`config.mk`:
```
export PLATFORM = sky130hd
export DESIGN_NAME = gc_copyback_ctrl
export DESIGN_NICKNAME = d
export VERILOG_FILES = /design/src/rtl/gc_cb_pkg.sv /design/src/rtl/gc_page_picker.sv /design/src/rtl/gc_delay_timer.sv /design/src/rtl/gc_copyback_ctrl.sv
export SDC_FILE = /design/constraint.sdc
export NUM_CORES = 1
export LEC_CHECK = 0
export BUFFER_PORTS_ARGS = -buffer_cell sky130_fd_sc_hd__buf_2
export CORE_MARGIN = 2
export CORE_UTILIZATION = 55
export DETAILED_ROUTE_END_ITERATION = 7
export HOLD_SLACK_MARGIN = 0.02
export MAX_ROUTING_LAYER = met4
export PLACE_DENSITY = 0.78
export SLEW_MARGIN = 25
export SYNTH_ARGS = -nofsm -noshare
export SYNTH_HDL_FRONTEND = slang
export SYNTH_SLANG_ARGS = --single-unit
```
`constraint.sdc`:
```
create_clock -name clk_i -period 3.35 [get_ports clk_i]
set_clock_uncertainty 0.2 [all_clocks]
set_input_delay 0.1675 -clock clk_i [delete_from_list [all_inputs] [get_ports clk_i]]
set_output_delay 0.1675 -clock clk_i [all_outputs]
set_load 0.005 [all_outputs]
```
`src/rtl/gc_cb_pkg.sv`:
```
package gc_cb_pkg;
  typedef enum logic [3:0] {
    S_IDLE, S_SCAN, S_RD_CMD, S_RD_WAIT, S_REQ, S_RSP, S_FIX,
    S_PUSH, S_WR_CMD, S_WR_WAIT, S_ER_CMD, S_ER_WAIT, S_DONE
  } gc_state_e;

  localparam logic [1:0] OP_NONE = 2'b00;
  localparam logic [1:0] OP_RD   = 2'b01;
  localparam logic [1:0] OP_WR   = 2'b10;
  localparam logic [1:0] OP_ER   = 2'b11;
endpackage

```
`src/rtl/gc_page_picker.sv`:
```
module gc_page_picker #(
  parameter int unsigned PAGES = 64,
  parameter int unsigned IDX_W = $clog2(PAGES)
) (
  input  logic [PAGES-1:0] map_i,
  output logic             found_o,
  output logic [IDX_W-1:0] idx_o
);
  // lowest set bit wins
  always_comb begin
    found_o = |map_i;
    idx_o   = '0;
    for (int i = PAGES - 1; i >= 0; i--) begin
      if (map_i[i]) idx_o = IDX_W'(i);
    end
  end
endmodule

```
`src/rtl/gc_delay_timer.sv`:
```
module gc_delay_timer #(
  parameter int unsigned W = 8
) (
  input  logic         clk_i,
  input  logic         rst_ni,
  input  logic         load_i,
  input  logic [W-1:0] val_i,
  output logic         zero_o
);
  logic [W-1:0] cnt_q;

  always_ff @(posedge clk_i or negedge rst_ni) begin
    if (!rst_ni)            cnt_q <= '0;
    else if (load_i)        cnt_q <= val_i;
    else if (cnt_q != '0)   cnt_q <= cnt_q - 1'b1;
  end

  assign zero_o = (cnt_q == '0);
endmodule

```
`src/rtl/gc_copyback_ctrl.sv`:
```
module gc_copyback_ctrl
  import gc_cb_pkg::*;
#(
  parameter int unsigned PAGES  = 64,
  parameter int unsigned RD_CYC = 6250,
  parameter int unsigned WR_CYC = 50000,
  parameter int unsigned ER_CYC = 175000,
  parameter int unsigned IDX_W  = $clog2(PAGES),
  parameter int unsigned CNT_W  = $clog2(PAGES + 1)
) (
  input  logic             clk_i,
  input  logic             rst_ni,
  input  logic             start_i,
  input  logic [PAGES-1:0] valid_map_i,
  input  logic [CNT_W-1:0] dst_free_i,
  output logic             busy_o,
  output logic             done_o,
  output logic [CNT_W-1:0] clean_cnt_o,
  output logic [CNT_W-1:0] fixed_cnt_o,
  output logic             dst_full_o,
  output logic             nand_cmd_o,
  output logic [1:0]       nand_op_o,
  output logic [IDX_W-1:0] nand_page_o,
  output logic             nand_wsrc_o,
  output logic             chk_req_o,
  input  logic             chk_req_ready_i,
  output logic [IDX_W-1:0] chk_page_o,
  input  logic             chk_rsp_valid_i,
  input  logic             chk_rsp_err_i,
  input  logic             fix_valid_i,
  output logic             tq_valid_o,
  input  logic             tq_ready_i,
  output logic [IDX_W-1:0] tq_page_o
);
  localparam int unsigned MAX_RW  = (RD_CYC > WR_CYC) ? RD_CYC : WR_CYC;
  localparam int unsigned MAX_CYC = (MAX_RW > ER_CYC) ? MAX_RW : ER_CYC;
  localparam int unsigned TMR_W   = $clog2(MAX_CYC + 1);
  localparam logic [TMR_W-1:0] RD_LD = TMR_W'(RD_CYC - 1);
  localparam logic [TMR_W-1:0] WR_LD = TMR_W'(WR_CYC - 1);
  localparam logic [TMR_W-1:0] ER_LD = TMR_W'(ER_CYC - 1);

  gc_state_e        state_q;
  logic [PAGES-1:0] rem_q;
  logic [IDX_W-1:0] cur_page_q;
  logic [CNT_W-1:0] dst_ptr_q, dst_lim_q, clean_q, fixed_q;
  logic             full_q, cur_err_q;

  logic             pick_found;
  logic [IDX_W-1:0] pick_idx;
  logic             tmr_load, tmr_zero;
  logic [TMR_W-1:0] tmr_val;

  gc_page_picker #(.PAGES(PAGES), .IDX_W(IDX_W)) picker_i (
    .map_i   (rem_q),
    .found_o (pick_found),
    .idx_o   (pick_idx)
  );

  always_comb begin
    tmr_load = 1'b1;
    unique case (state_q)
      S_RD_CMD: tmr_val = RD_LD;
      S_WR_CMD: tmr_val = WR_LD;
      S_ER_CMD: tmr_val = ER_LD;
      default: begin
        tmr_load = 1'b0;
        tmr_val  = '0;
      end
    endcase
  end

  gc_delay_timer #(.W(TMR_W)) timer_i (
    .clk_i  (clk_i),
    .rst_ni (rst_ni),
    .load_i (tmr_load),
    .val_i  (tmr_val),
    .zero_o (tmr_zero)
  );

  always_ff @(posedge clk_i or negedge rst_ni) begin
    if (!rst_ni) begin
      state_q    <= S_IDLE;
      rem_q      <= '0;
      cur_page_q <= '0;
      dst_ptr_q  <= '0;
      dst_lim_q  <= '0;
      clean_q    <= '0;
      fixed_q    <= '0;
      full_q     <= 1'b0;
      cur_err_q  <= 1'b0;
    end else begin
      unique case (state_q)
        S_IDLE: if (start_i) begin
          rem_q     <= valid_map_i;
          dst_lim_q <= dst_free_i;
          dst_ptr_q <= '0;
          clean_q   <= '0;
          fixed_q   <= '0;
          full_q    <= 1'b0;
          state_q   <= S_SCAN;
        end
        S_SCAN: begin
          if (!pick_found) begin
            state_q <= S_ER_CMD;
          end else if (dst_ptr_q == dst_lim_q) begin
            // live page left but nowhere to put it: stop, keep victim
            full_q  <= 1'b1;
            state_q <= S_DONE;
          end else begin
            cur_page_q      <= pick_idx;
            rem_q[pick_idx] <= 1'b0;
            state_q         <= S_RD_CMD;
          end
        end
        S_RD_CMD:  state_q <= S_RD_WAIT;
        S_RD_WAIT: if (tmr_zero) state_q <= S_REQ;
        S_REQ:     if (chk_req_ready_i) state_q <= S_RSP;
        S_RSP: if (chk_rsp_valid_i) begin
          cur_err_q <= chk_rsp_err_i;
          state_q   <= chk_rsp_err_i ? S_FIX : S_WR_CMD;
        end
        S_FIX:  if (fix_valid_i) state_q <= S_PUSH;
        S_PUSH: if (tq_ready_i) state_q <= S_WR_CMD;
        S_WR_CMD: begin
          dst_ptr_q <= dst_ptr_q + 1'b1;
          if (cur_err_q) fixed_q <= fixed_q + 1'b1;
          else           clean_q <= clean_q + 1'b1;
          state_q <= S_WR_WAIT;
        end
        S_WR_WAIT: if (tmr_zero) state_q <= S_SCAN;
        S_ER_CMD:  state_q <= S_ER_WAIT;
        S_ER_WAIT: if (tmr_zero) state_q <= S_DONE;
        S_DONE:    state_q <= S_IDLE;
        default:   state_q <= S_IDLE;
      endcase
    end
  end

  always_comb begin
    unique case (state_q)
      S_RD_CMD: nand_op_o = OP_RD;
      S_WR_CMD: nand_op_o = OP_WR;
      S_ER_CMD: nand_op_o = OP_ER;
      default:  nand_op_o = OP_NONE;
    endcase
  end

  assign nand_cmd_o  = (nand_op_o != OP_NONE);
  assign nand_page_o = (state_q == S_WR_CMD) ? dst_ptr_q[IDX_W-1:0] :
                       (state_q == S_RD_CMD) ? cur_page_q : '0;
  assign nand_wsrc_o = (state_q == S_WR_CMD) && cur_err_q;
  assign chk_req_o   = (state_q == S_REQ);
  assign chk_page_o  = cur_page_q;
  assign tq_valid_o  = (state_q == S_PUSH);
  assign tq_page_o   = dst_ptr_q[IDX_W-1:0];
  assign busy_o      = (state_q != S_IDLE);
  assign done_o      = (state_q == S_DONE);
  assign clean_cnt_o = clean_q;
  assign fixed_cnt_o = fixed_q;
  assign dst_full_o  = full_q;
endmodule

```
==> summary.md <==
| Metric | Value |
|---|---|
| Post-synth top area share | about 43% |
| Post-synth EDFFs | 0 |
| Htree depth | 4 |
| Final antenna-violating net count | 0 |
| Worst Tran Pin Value | between 900 and 1000 ps |
| Final Power | 8.35 mW |
| Fin Setup TNS | 0 ps |
| Layout cells sized above 1 | between 20% and 30% |
| Critical Path Fanout Max | 6 |
| Fmax | around 320 MHz |
| Iteration-0 DRC Markers | between 700 and 800 |
| Unrepaired setup endpoints after global routing | no |
| Die Span Y | approximately 120 um |
| FF+latch area | slightly above 3000 um2 |
| Yosys warnings | 0 |
| CTS root buf | clkbuf_16 |
| Mapped Cells | a little under 800 |
| Arrival time at the worst endpoint | 3210 ps |
| Worst skew pair latency | approximately 420 ps |
| Worst Setup End Kind | flip-flop |
| Rows | 41 |
| Max Root-Sink Buffers | 2 |
| Asr flop ratio synth | 100% |
| Setup Fix Bufs, Post-CTS | 0 |
| Grt ovf | 0 |
| Maximum VDD drop | between 0.5 and 0.6 mV |
| Min-delay worst type | input pin to asynchronous set/reset pin |
| Multi-input gate area | between 3000 and 4000 um2 |
| Commonest register cell after synthesis | dfrtp_1 |
| Clock sink count | 122 |
| Pwr per Cell Area | just under 900 nW/um2 |
| CTS tree | yes |
| Vias per Instance | 6.04 |
| Worst hold margin | ~85 ps |
| Via count | approximately 7,100 |
| Tmin final | approximately 3100 ps |
| WP data required | about 3400 ps |
| CP Launch Type | flip-flop |
| Routed wl met3 | about 1600 um |
| Largest cells by area after synthesis | dfrtp_1 (43%), mux2i_1 (6.5%), nand2_1 (4.2%), a21oi_1 (4.1%), nor2_1 (4.1%) |
| Total GRT Usage | approximately a third |
| Antenna violations before repair | 0 |
| Final Hold Violating Endpoints | 0 |
| Top Layer Used | met4 |
| Yosys reg bits | ~120 |
| # diodes | 0 |
| Input/output buffers | 119 |
| Static Leak | ~4.2 nW |
| Final instance area | ~9400 um2 |
| GPL Wtd Cong | roughly 0.94 |
| Cell taking the most area after synthesis | dfrtp_1 |
| First-pass GRT wire length | ~34,000 um |
| IO Pins | 120 |
| Total Die Area | around 14,000 um2 |
| Post-synthesis sequential area ratio | 42.8% |
| Initial Utilization | between 50% and 60% |
| Syn Nets | roughly 870 |
| Clk pin slew, worst setup/hold paths | 60 ps |
| Total wire length | approximately 21,000 um |
| Metal1 wirelength | around 9000 um |
| Max Slew Vio Count | 0 |
| Relative slew slack | slightly below 40% |
| # DRC | 0 |
| Nets | 1,079 |
| Clock buffer count from CTS | 17 |
| Met2 routed WL | approximately 10,000 um |
| Synth cell count leaders | dfrtp_1 (122), nand2_1 (80), nor2_1 (77) |
| Unique masters post-synth | 70 |
| Vias in the first global route | around 6,700 |
| Placeable Area | about 13,000 um2 |
| Status | finished, final reports clean |
| Most common cell in the netlist | dfrtp_1 |
| Die Width | between 100 and 150 um |
| Layout fillers | 959 |
| Period utilization | between 90% and 100% |
| Area grow syn2layout | 31.4% |
| Iteration count of the initial detailed-routing pass | 6 |
| Final setup viols | 0 |
| Synth Cell Area | around 7000 um2 |
| WL per Instance | 18.2 um |
| Largest net degree at the start of global routing | between 60 and 70 |
| Area after DPL | about 8000 um2 |
| Hpwl dp | 14,300 um |
| Kind of critical path | flip-flop to flip-flop |
| Syn Area/Cell | about 9 um2 |
| Max_cap viols | 0 |
flip-flops by register name, summed over array words and instances (netlist names):
name	count
rem_q	64
timer_i.cnt_q	18
clean_cnt_o	7
dst_lim_q	7
dst_ptr_q	7
fixed_cnt_o	7
chk_page_o	6
state_q	4
cur_err_q	1
dst_full_o	1
placed cells by master, fill, tap and decap left out, types with 6 or more instances in the layout:
cell / n
xor2_1: 18
buf_2: 118
dfrtp_1: 122
dlygate4sd3_1: 76
xnor2_1: 8
nor4_1: 27
clkbuf_16: 17
a31oi_1: 39
nand2b_1: 10
o21ai_0: 44
nor2_1: 77
o31ai_1: 11
nand3_1: 9
nand2_1: 80
o211ai_1: 7
or3_1: 8
a22o_1: 8
inv_1: 34
or2_2: 6
a2111oi_0: 6
nor3_1: 23
a21oi_1: 58
mux2_2: 6
nand4_1: 16
buf_4: 27
mux2i_1: 46
o21ai_1: 6
cell families after synthesis:
logic type,synth area share (%)
compound gates,20.1
xor+xnor,3.20
simple gates,21.1
buf+inv,4.34
flops,42.8
mux,7.73
fa+ha+maj,0.702
worst max-delay path, cell delays in order, from the launching register on:
cell	delay [ps]
dfrtp_1	440
nor4_1	390
o221a_2	300
nand2_1	80
a2111oi_1	840
nor4_4	110
nor3b_2	320
buf_4	200
a41oi_1	110
path summary, 6_finish.rpt:
| path | startpoint | endpoint | slack (ps) | cells after the start |
|---|---|---|---|---|
| hold reg to reg | dst_lim_q[5] | dst_lim_q[5] | 310 | 2 |
| max in group asynchronous | rst_ni | rem_q[21] | 2130 | 3 |
| setup / recovery | rem_q[11] | rem_q[57] | 200 | 8 |
| setup reg to reg | rem_q[11] | rem_q[57] | 200 | 8 |
| min in group clk_i | start_i | clean_cnt_o[3] | 90 | 3 |
| hold / removal | rst_ni | timer_i.cnt_q[8] | 90 | 2 |
layout make-up:
class,instances,area share [%]
Clock buffer,20,4.88
Clock inverter,12,1.58
Inverter,35,1.40
Multi-Input combinational cell,597,40.2
Sequential cell,122,32.6
Tap cell,172,2.30
Timing Repair Buffer,223,17.0
through the flow:
step / cells / worst slack [ps] / utilization [%]
after global placement: 1073 / 290 / 63.4
after CTS: 1181 / 291 / 74.2
final: 1181 / 204 / 74.2
after detailed placement: 1073 / 304 / 63.4
after floorplan: 791 / 853 / -
after global routing: 1181 / 57.3 / 74.2
repair_timing:
action	CTS	global route
endpoints found under the hold margin	115	0
endpoints found under the setup margin	0	0
hold buffers	76	0
resized for setup	0	0
where the power goes:
| group | switching [mW] | internal (mW) |
|---|---|---|
| Sequential | 0.900 | 2.09 |
| Combinational | 1.99 | 1.49 |
| Clock | 0.670 | 1.20 |
routing by layer:
| layer | GRT usage [%] | vias up |
|---|---|---|
| met5 | - | - |
| met4 | 9.11 | 0 |
| met3 | 7.32 | 36 |
| met2 | 52.1 | 344 |
| met1 | 40.9 | 3418 |
| li1 | - | 3336 |
Note: power is estimated with default switching activity, not from simulation.
